## config.mk

```make
export PLATFORM = sky130hd
export DESIGN_NAME = i2c_arb_monitor
export DESIGN_NICKNAME = d
export VERILOG_FILES = /design/src/rtl/i2c_arb_pkg.sv /design/src/rtl/arb_sync.sv /design/src/rtl/arb_cmp.sv /design/src/rtl/arb_mode.sv /design/src/rtl/i2c_arb_monitor.sv
export SDC_FILE = /design/constraint.sdc
export NUM_CORES = 1
export LEC_CHECK = 0
export ABC_CLOCK_PERIOD_IN_PS = 1240
export BUFFER_PORTS_ARGS = -buffer_cell sky130_fd_sc_hd__buf_4
export CORE_AREA = 2 2 39 41
export DETAILED_ROUTE_END_ITERATION = 8
export DIE_AREA = 0 0 41 43
export PLACE_DENSITY = 0.47
export SETUP_SLACK_MARGIN = 0.2
export SKIP_CTS_REPAIR_TIMING = 1
export SKIP_LAST_GASP = 1
export SLEW_MARGIN = 20
export SYNTH_ARGS = -nofsm -noshare
export SYNTH_HDL_FRONTEND = slang
export SYNTH_HIERARCHICAL = 1
export SYNTH_SLANG_ARGS = --single-unit
```

## constraint.sdc

```tcl
create_clock -name clk_i -period 1.24 [get_ports clk_i]
set_input_delay 0.186 -clock clk_i [delete_from_list [all_inputs] [get_ports clk_i]]
set_output_delay 0.186 -clock clk_i [all_outputs]
set_load 0.02 [all_outputs]
```

## src/rtl/i2c_arb_pkg.sv

```systemverilog
`timescale 1ns/1ps
package i2c_arb_pkg;
  typedef struct packed {
    logic mst;
    logic trx;
  } mode_t;
  localparam int unsigned SYNC_MIN = 2;
endpackage

```

## src/rtl/arb_sync.sv

```systemverilog
`timescale 1ns/1ps
module arb_sync #(
  parameter int unsigned STAGES = 2
) (
  input  logic clk_i,
  input  logic rst_ni,
  input  logic d_i,
  output logic q_o
);
  logic [STAGES-1:0] sh_q;

  generate
    if (STAGES == 1) begin : g_one
      always_ff @(posedge clk_i or negedge rst_ni) begin
        if (!rst_ni) sh_q <= '1;
        else         sh_q <= d_i;
      end
    end else begin : g_chain
      always_ff @(posedge clk_i or negedge rst_ni) begin
        if (!rst_ni) sh_q <= '1;
        else         sh_q <= {sh_q[STAGES-2:0], d_i};
      end
    end
  endgenerate

  assign q_o = sh_q[STAGES-1];

  // output follows input exactly STAGES edges later (checked at one stage depth)
  p_sync_first_r1: assert property (@(posedge clk_i) disable iff (!rst_ni)
    1'b1 |=> sh_q[0] == $past(d_i));
endmodule

```

## src/rtl/arb_cmp.sv

```systemverilog
`timescale 1ns/1ps
module arb_cmp
  import i2c_arb_pkg::*;
(
  input  logic  clk_i,
  input  logic  rst_ni,
  input  logic  en_i,
  input  mode_t mode_i,
  input  logic  sda_drv_i,
  input  logic  sda_s_i,
  input  logic  stb_i,
  input  logic  dsr_wr_i,
  output logic  loss_o,
  output logic  al_o
);
  logic al_q;

  // line released by us but seen low while we own the bus as transmitter
  assign loss_o = en_i & mode_i.mst & mode_i.trx & stb_i & sda_drv_i & ~sda_s_i;

  always_ff @(posedge clk_i or negedge rst_ni) begin
    if (!rst_ni)       al_q <= 1'b0;
    else if (!en_i)    al_q <= 1'b0;
    else if (loss_o)   al_q <= 1'b1;
    else if (dsr_wr_i) al_q <= 1'b0;
  end

  assign al_o = al_q;

  p_flag_set_r3: assert property (@(posedge clk_i) disable iff (!rst_ni)
    loss_o |=> al_q);
  p_clr_wr_r6: assert property (@(posedge clk_i) disable iff (!rst_ni)
    en_i && dsr_wr_i && !loss_o |=> !al_q);
  p_clr_en_r7: assert property (@(posedge clk_i) disable iff (!rst_ni)
    !en_i |=> !al_q);
endmodule

```

## src/rtl/arb_mode.sv

```systemverilog
`timescale 1ns/1ps
module arb_mode
  import i2c_arb_pkg::*;
(
  input  logic  clk_i,
  input  logic  rst_ni,
  input  logic  en_i,
  input  logic  mode_wr_i,
  input  mode_t mode_wdat_i,
  input  logic  loss_i,
  input  logic  byte_end_i,
  output mode_t mode_o,
  output logic  rel_o
);
  mode_t mode_q;
  logic  pend_q;
  logic  drop_mst;

  assign drop_mst = byte_end_i & (pend_q | loss_i);

  always_ff @(posedge clk_i or negedge rst_ni) begin
    if (!rst_ni)         pend_q <= 1'b0;
    else if (!en_i)      pend_q <= 1'b0;
    else if (byte_end_i) pend_q <= 1'b0;
    else if (loss_i)     pend_q <= 1'b1;
  end

  always_ff @(posedge clk_i or negedge rst_ni) begin
    if (!rst_ni)        mode_q.trx <= 1'b0;
    else if (loss_i)    mode_q.trx <= 1'b0;
    else if (mode_wr_i) mode_q.trx <= mode_wdat_i.trx;
  end

  always_ff @(posedge clk_i or negedge rst_ni) begin
    if (!rst_ni)        mode_q.mst <= 1'b0;
    else if (drop_mst)  mode_q.mst <= 1'b0;
    else if (mode_wr_i) mode_q.mst <= mode_wdat_i.mst;
  end

  assign mode_o = mode_q;
  assign rel_o  = pend_q;

  p_trx_drop_r3: assert property (@(posedge clk_i) disable iff (!rst_ni)
    loss_i |=> !mode_q.trx);
  p_mst_hold_r4: assert property (@(posedge clk_i) disable iff (!rst_ni)
    pend_q && !byte_end_i && !mode_wr_i |=> $stable(mode_q.mst));
  p_mst_drop_r4: assert property (@(posedge clk_i) disable iff (!rst_ni)
    byte_end_i && (pend_q || loss_i) |=> !mode_q.mst);
  p_rel_set_r8: assert property (@(posedge clk_i) disable iff (!rst_ni)
    loss_i && !byte_end_i |=> pend_q);
  p_rel_clr_r8: assert property (@(posedge clk_i) disable iff (!rst_ni)
    byte_end_i |=> !pend_q);
endmodule

```

## src/rtl/i2c_arb_monitor.sv

```systemverilog
`timescale 1ns/1ps
module i2c_arb_monitor
  import i2c_arb_pkg::*;
#(
  parameter int unsigned SYNC_STAGES = 2
) (
  input  logic clk_i,
  input  logic rst_ni,
  input  logic en_i,
  input  logic mode_wr_i,
  input  logic mst_wdat_i,
  input  logic trx_wdat_i,
  input  logic dsr_wr_i,
  input  logic sda_drv_i,
  input  logic sda_line_i,
  input  logic scl_hi_stb_i,
  input  logic byte_end_i,
  output logic mst_o,
  output logic trx_o,
  output logic al_o,
  output logic sda_rel_o
);
  mode_t mode;
  mode_t wdat;
  logic  sda_s;
  logic  loss;

  initial begin
    a_stages_r1: assert (SYNC_STAGES >= SYNC_MIN);
  end

  assign wdat.mst = mst_wdat_i;
  assign wdat.trx = trx_wdat_i;

  arb_sync #(.STAGES(SYNC_STAGES)) u_sync (
    .clk_i (clk_i),
    .rst_ni(rst_ni),
    .d_i   (sda_line_i),
    .q_o   (sda_s)
  );

  arb_cmp u_cmp (
    .clk_i    (clk_i),
    .rst_ni   (rst_ni),
    .en_i     (en_i),
    .mode_i   (mode),
    .sda_drv_i(sda_drv_i),
    .sda_s_i  (sda_s),
    .stb_i    (scl_hi_stb_i),
    .dsr_wr_i (dsr_wr_i),
    .loss_o   (loss),
    .al_o     (al_o)
  );

  arb_mode u_mode (
    .clk_i      (clk_i),
    .rst_ni     (rst_ni),
    .en_i       (en_i),
    .mode_wr_i  (mode_wr_i),
    .mode_wdat_i(wdat),
    .loss_i     (loss),
    .byte_end_i (byte_end_i),
    .mode_o     (mode),
    .rel_o      (sda_rel_o)
  );

  assign mst_o = mode.mst;
  assign trx_o = mode.trx;

  p_no_det_r5: assert property (@(posedge clk_i) disable iff (!rst_ni)
    !(mst_o && trx_o) |=> !$rose(al_o));
  p_sticky_r9: assert property (@(posedge clk_i) disable iff (!rst_ni)
    al_o && en_i && !dsr_wr_i |=> al_o);
  p_write_r10: assert property (@(posedge clk_i) disable iff (!rst_ni)
    mode_wr_i && !loss && !byte_end_i |=> trx_o == $past(trx_wdat_i));
endmodule

```

Word-level counts from Yosys, hierarchy flattened
Cells that the tools add are included.
- register bits after elaboration: 6
- bits in latches: 0
- RAM bits: 0
- bits in read-only memories: 0
- input port bits: 11
- output and inout port bits: 4
- logic and storage cells: 27
- memories: 0
- $add $sub $neg: 0
- $mul: 0
- divide/modulo/power cells: 0
- $lt $le $gt $ge: 0
- eq/ne operators: 2
- shift operators: 0
- muxes and demuxes: 10
- bitwise logic cells: 8
- reductions and logical operators: 2
- operators with widths (kind ; count):
    $mux 1 ; 10
    $and 1x1->1 ; 6
    $ne 3x1->1 const B ; 2
    $reduce_bool 2->1 ; 2
    $not 1->1 ; 1
    $or 1x1->1 ; 1

Depth between registers and ports, before layout
- depth after elaboration: 8
- mapped depth: 4
- gate-level depth less buffers: 4

Modules after synthesis
Netlist, hierarchy kept.
- by module, submodules not included (module ; instances ; cells each ; area each (um^2) ; seq. area each (um^2)):
    arb_mode ; 1 ; 9 ; 118.9 ; 75.1
    arb_cmp ; 1 ; 6 ; 53.8 ; 25.0
    arb_sync ; 1 ; 2 ; 52.6 ; 52.6

Worst setup path before layout
No wires, ideal clock.
- kind: register -> register
- from: reg u_sync.sh_q[1]
- to: reg u_mode.pend_q, in the netlist u_mode/rel_o
- library setup time: 120 ps
- arrival time: 1017 ps
- required time: 1120 ps
- setup slack: 104 ps
- cell stages (with the launch flop): 5
- path buffers: 0
- period minus slack after synthesis: 1136 ps
- cells stage by stage: dfstp_2 -> nand2b_1 -> nor2_1 -> or2_1 -> and3b_1
- longest elaborated chain between the ends: 3
- ends and longest elaborated chain (what ; RTL line ; text):
    start: declaration ; arb_sync.sv:10 ; logic [STAGES-1:0] sh_q;
    start signal: assignment ; arb_sync.sv:21 ; else sh_q <= {sh_q[STAGES-2:0], d_i};
    $not 1->1 ; arb_cmp.sv:19 ; assign loss_o = en_i & mode_i.mst & mode_i.trx & stb_i & sda_drv_i & ~sda_s_i;
    $and 1x1->1 ; arb_cmp.sv:19 ;
    named net loss ; i2c_arb_monitor.sv:26 ; logic loss;
    $ne 3x1->1 (no source line) ; - ;
    end signal: assignment ; arb_mode.sv:22 ; if (!rst_ni) pend_q <= 1'b0;
    end signal: assignment ; arb_mode.sv:23 ; else if (!en_i) pend_q <= 1'b0;
    end signal: assignment ; arb_mode.sv:24 ; else if (byte_end_i) pend_q <= 1'b0;
    end: declaration ; arb_mode.sv:16 ; logic pend_q;
The timed path passes the listed nets, and every way through them passes these cells.
A chain may end at the register's enable or synchronous reset.

Worst setup path in the final report
Ends and elaborated chain as after synthesis.

==> impl_metrics.tcl <==
set metrics [dict create \
    synthesis.nets 28 \
    gp_congestion 0.616 \
    r2r_cells 4 \
    syn_area_um2 225 \
    drc 0 \
    p_leak_uw 0.000199 \
    fill_cells 150 \
    drive_gt1_frac 0.600 \
    antenna_found_initial 0 \
    p_per_area_nw_per_um2 1180 \
    r2r-end "u_mode/rel_o" \
    clock-sinks 6 \
    area_growth_syn_to_layout_pct 74.4 \
    synthArstFlopShare 1.00 \
    cts_buffer_depth 2 \
    cts_tree "built" \
    portBuffers 14 \
    seq_area_um2 153 \
    rsz0062_at_grt "yes" \
    dp.cells 47 \
    drtAntennaViolNets 0 \
    start_util 0.163 \
    finalSetupViolCount 0 \
    period_minus_slack_ns 1.16 \
    grtUsageMet1 0.0528 \
    power_uw 464 \
    crit_required_ns 1.37 \
    fin_ws_ns 0.0849 \
    wirelength_um 501 \
    synth_edf_count 0 \
    cp_max_fo 2 \
    fin_setup_tns_ns 0 \
    drv_cap 0 \
    syn_avg_cell_area_um2 13.2 \
    synth_cell_types 11 \
    grt_pass1_vias 205 \
    synth_top_flop_cell "dfrtp_1" \
    critPathMaxStageDelay_ns 0.51 \
    coreArea_um2 1380 \
    critPathLaunchType "flop" \
    arrival_ns 1.28 \
    viasPerCell 3.98 \
    endpoint_kind "flop" \
    run_status "completed" \
    path_buf_inv 0 \
    wl_per_cell_um 9.82 \
    diodes 0 \
    synthTopCellsByArea "dfrtp_1 44%, dfstp_2 23%, mux2i_1 8.9%" \
    finalHoldViolCount 0 \
    worstMarginPinSlew_ns 0.149 \
    io_pins 15 \
    clkSlewWorstSetupHoldPaths_ns 0.04 \
    synthCells 17 \
    multi_input_area_um2 82.6 \
    grt_remaining_overflow 0 \
    hp-class "input pin to flop" \
    post-place-ws_ns 0.0840 \
    met3_usage 0.0314 \
    vias 203 \
    cts-root-buf "clkbuf_4" \
    drt_iter0_drc 0 \
    slew_headroom 0.898 \
    crit_chain "nand2b_4 > nor2_2 > or2_1 > and3b_1" \
    ff2ff_setup_slack_ns 0.08 \
    cp_top_family "simple AND/OR/NAND/NOR gates" \
    timing.fmax_ghz 0.866 \
    drt-pass1-iter-count 1 \
    grtUsageMet2 0.0969 \
    die_h_um 43 \
    min_to "u_sync/sh_q[0]" \
    clk_latency_ns 0.24 \
    peakVddDrop_uv 336 \
    die_area_um2 1760 \
    seq_area_frac_synth 0.678 \
    cts_buffers 3 \
    synth_top_area_cell "dfrtp_1" \
    drv_slew 0 \
    worst-path-stages 4 \
    synth.most_common_cell "dfrtp_1" \
    synth_seq_cells 6 \
    fin_cells 51 \
    cts_max_level 1 \
    yosys-top-cells-count "4 x dfrtp_1, 2 x dfstp_2, 2 x mux2i_1, 2 x nor2_1" \
    fin_crit_sh 0.932 \
    worst_clock_skew_ns 0.00176 \
    grt_max_degree 7 \
    path_class "flop to flop" \
    synth_warnings 6 \
    busiest_layer "met2" \
    die_w_um 41 \
    grt_pass1_wl_um 683 \
    slowest_stage "dfstp_2" \
    fp-row-count 14 \
    hold_start "sda_line_i" \
    grtUsageTotal 0.0658 \
    nNetsFinal 48 \
    hold_depth 1 \
    synth_top_area_share 0.444 \
    worstReg2RegStart "u_sync/sh_q[1]" \
]
## report_power, final
group,switching (uW),leakage (uW),total (uW),internal (uW)
sequential,8.22,0.0000724,218,210
combinational,29.7,0.000113,71.6,41.9
clock,65.2,0.0000138,174,109
total,103,0.000199,464,361
## worst max-delay path by stage
stage | from | to | slack (ns)
after CTS | u_sync/sh_q[1] | u_mode/rel_o | 0.07
after global placement | u_sync/sh_q[1] | u_mode/rel_o | 0.10
after floorplan | u_sync/sh_q[1] | u_mode/rel_o | 0.12
final | u_sync/sh_q[1] | u_mode/rel_o | 0.08
after detailed placement | u_sync/sh_q[1] | u_mode/rel_o | 0.08
after global routing | u_sync/sh_q[1] | u_mode/rel_o | 0.05
## final cells by class
| type | instances | area share |
|---|---|---|
| Sequential cell | 6 | 0.389 |
| Timing Repair Buffer | 15 | 0.293 |
| Multi-Input combinational cell | 11 | 0.210 |
| Clock buffer | 3 | 0.0573 |
| Tap cell | 16 | 0.0510 |
## cell families (layout without fill, tap and decap cells)
logic type / count (synthesis) / in the layout / share of synthesized area
and+or+nand+nor: 7 / 7 / 0.189
muxes: 2 / 2 / 0.0889
AOI/OAI and AO/OA: 2 / 2 / 0.0444
DFF: 6 / 6 / 0.678
buffers and inverters: 0 / 18 / 0
## sequential cells by signal, indices dropped and copies added (netlist names)
name	flops
u_cmp/al_o	1
u_mode/mode_o	2
u_mode/rel_o	1
u_sync/sh_q	2
## layer usage
layer / vias up / share of wire
met3: 0 / 0.12
li1: 97 / -
met5: - / 0
met1: 93 / 0.43
met2: 13 / 0.45
met4: 0 / 0
## placed cells by master (no fill, tap or decap)
cell type / instances
nand3b_1: 1
clkbuf_4: 3
o21ai_1: 1
nor2_1: 1
dfstp_2: 2
nor2_2: 1
and3b_1: 1
dfrtp_1: 4
dlygate4sd3_1: 1
buf_4: 14
or2_1: 1
nand2b_4: 1
mux2i_1: 2
a21oi_1: 1
nand4_1: 1
## stage by stage
| stage | cell area, um^2 | hold slack, ns | utilization |
|---|---|---|---|
| finish | 393 | 0.0531 | 0.284 |
| detailed placement | 358 | -0.00193 | 0.259 |
| global placement | 358 | -0.00455 | 0.259 |
| CTS | 380 | -0.266 | 0.275 |
| floorplan | 233 | -0.110 | - |
| global route | 393 | 0.0340 | 0.284 |
Power figures use the tool's default switching activity.
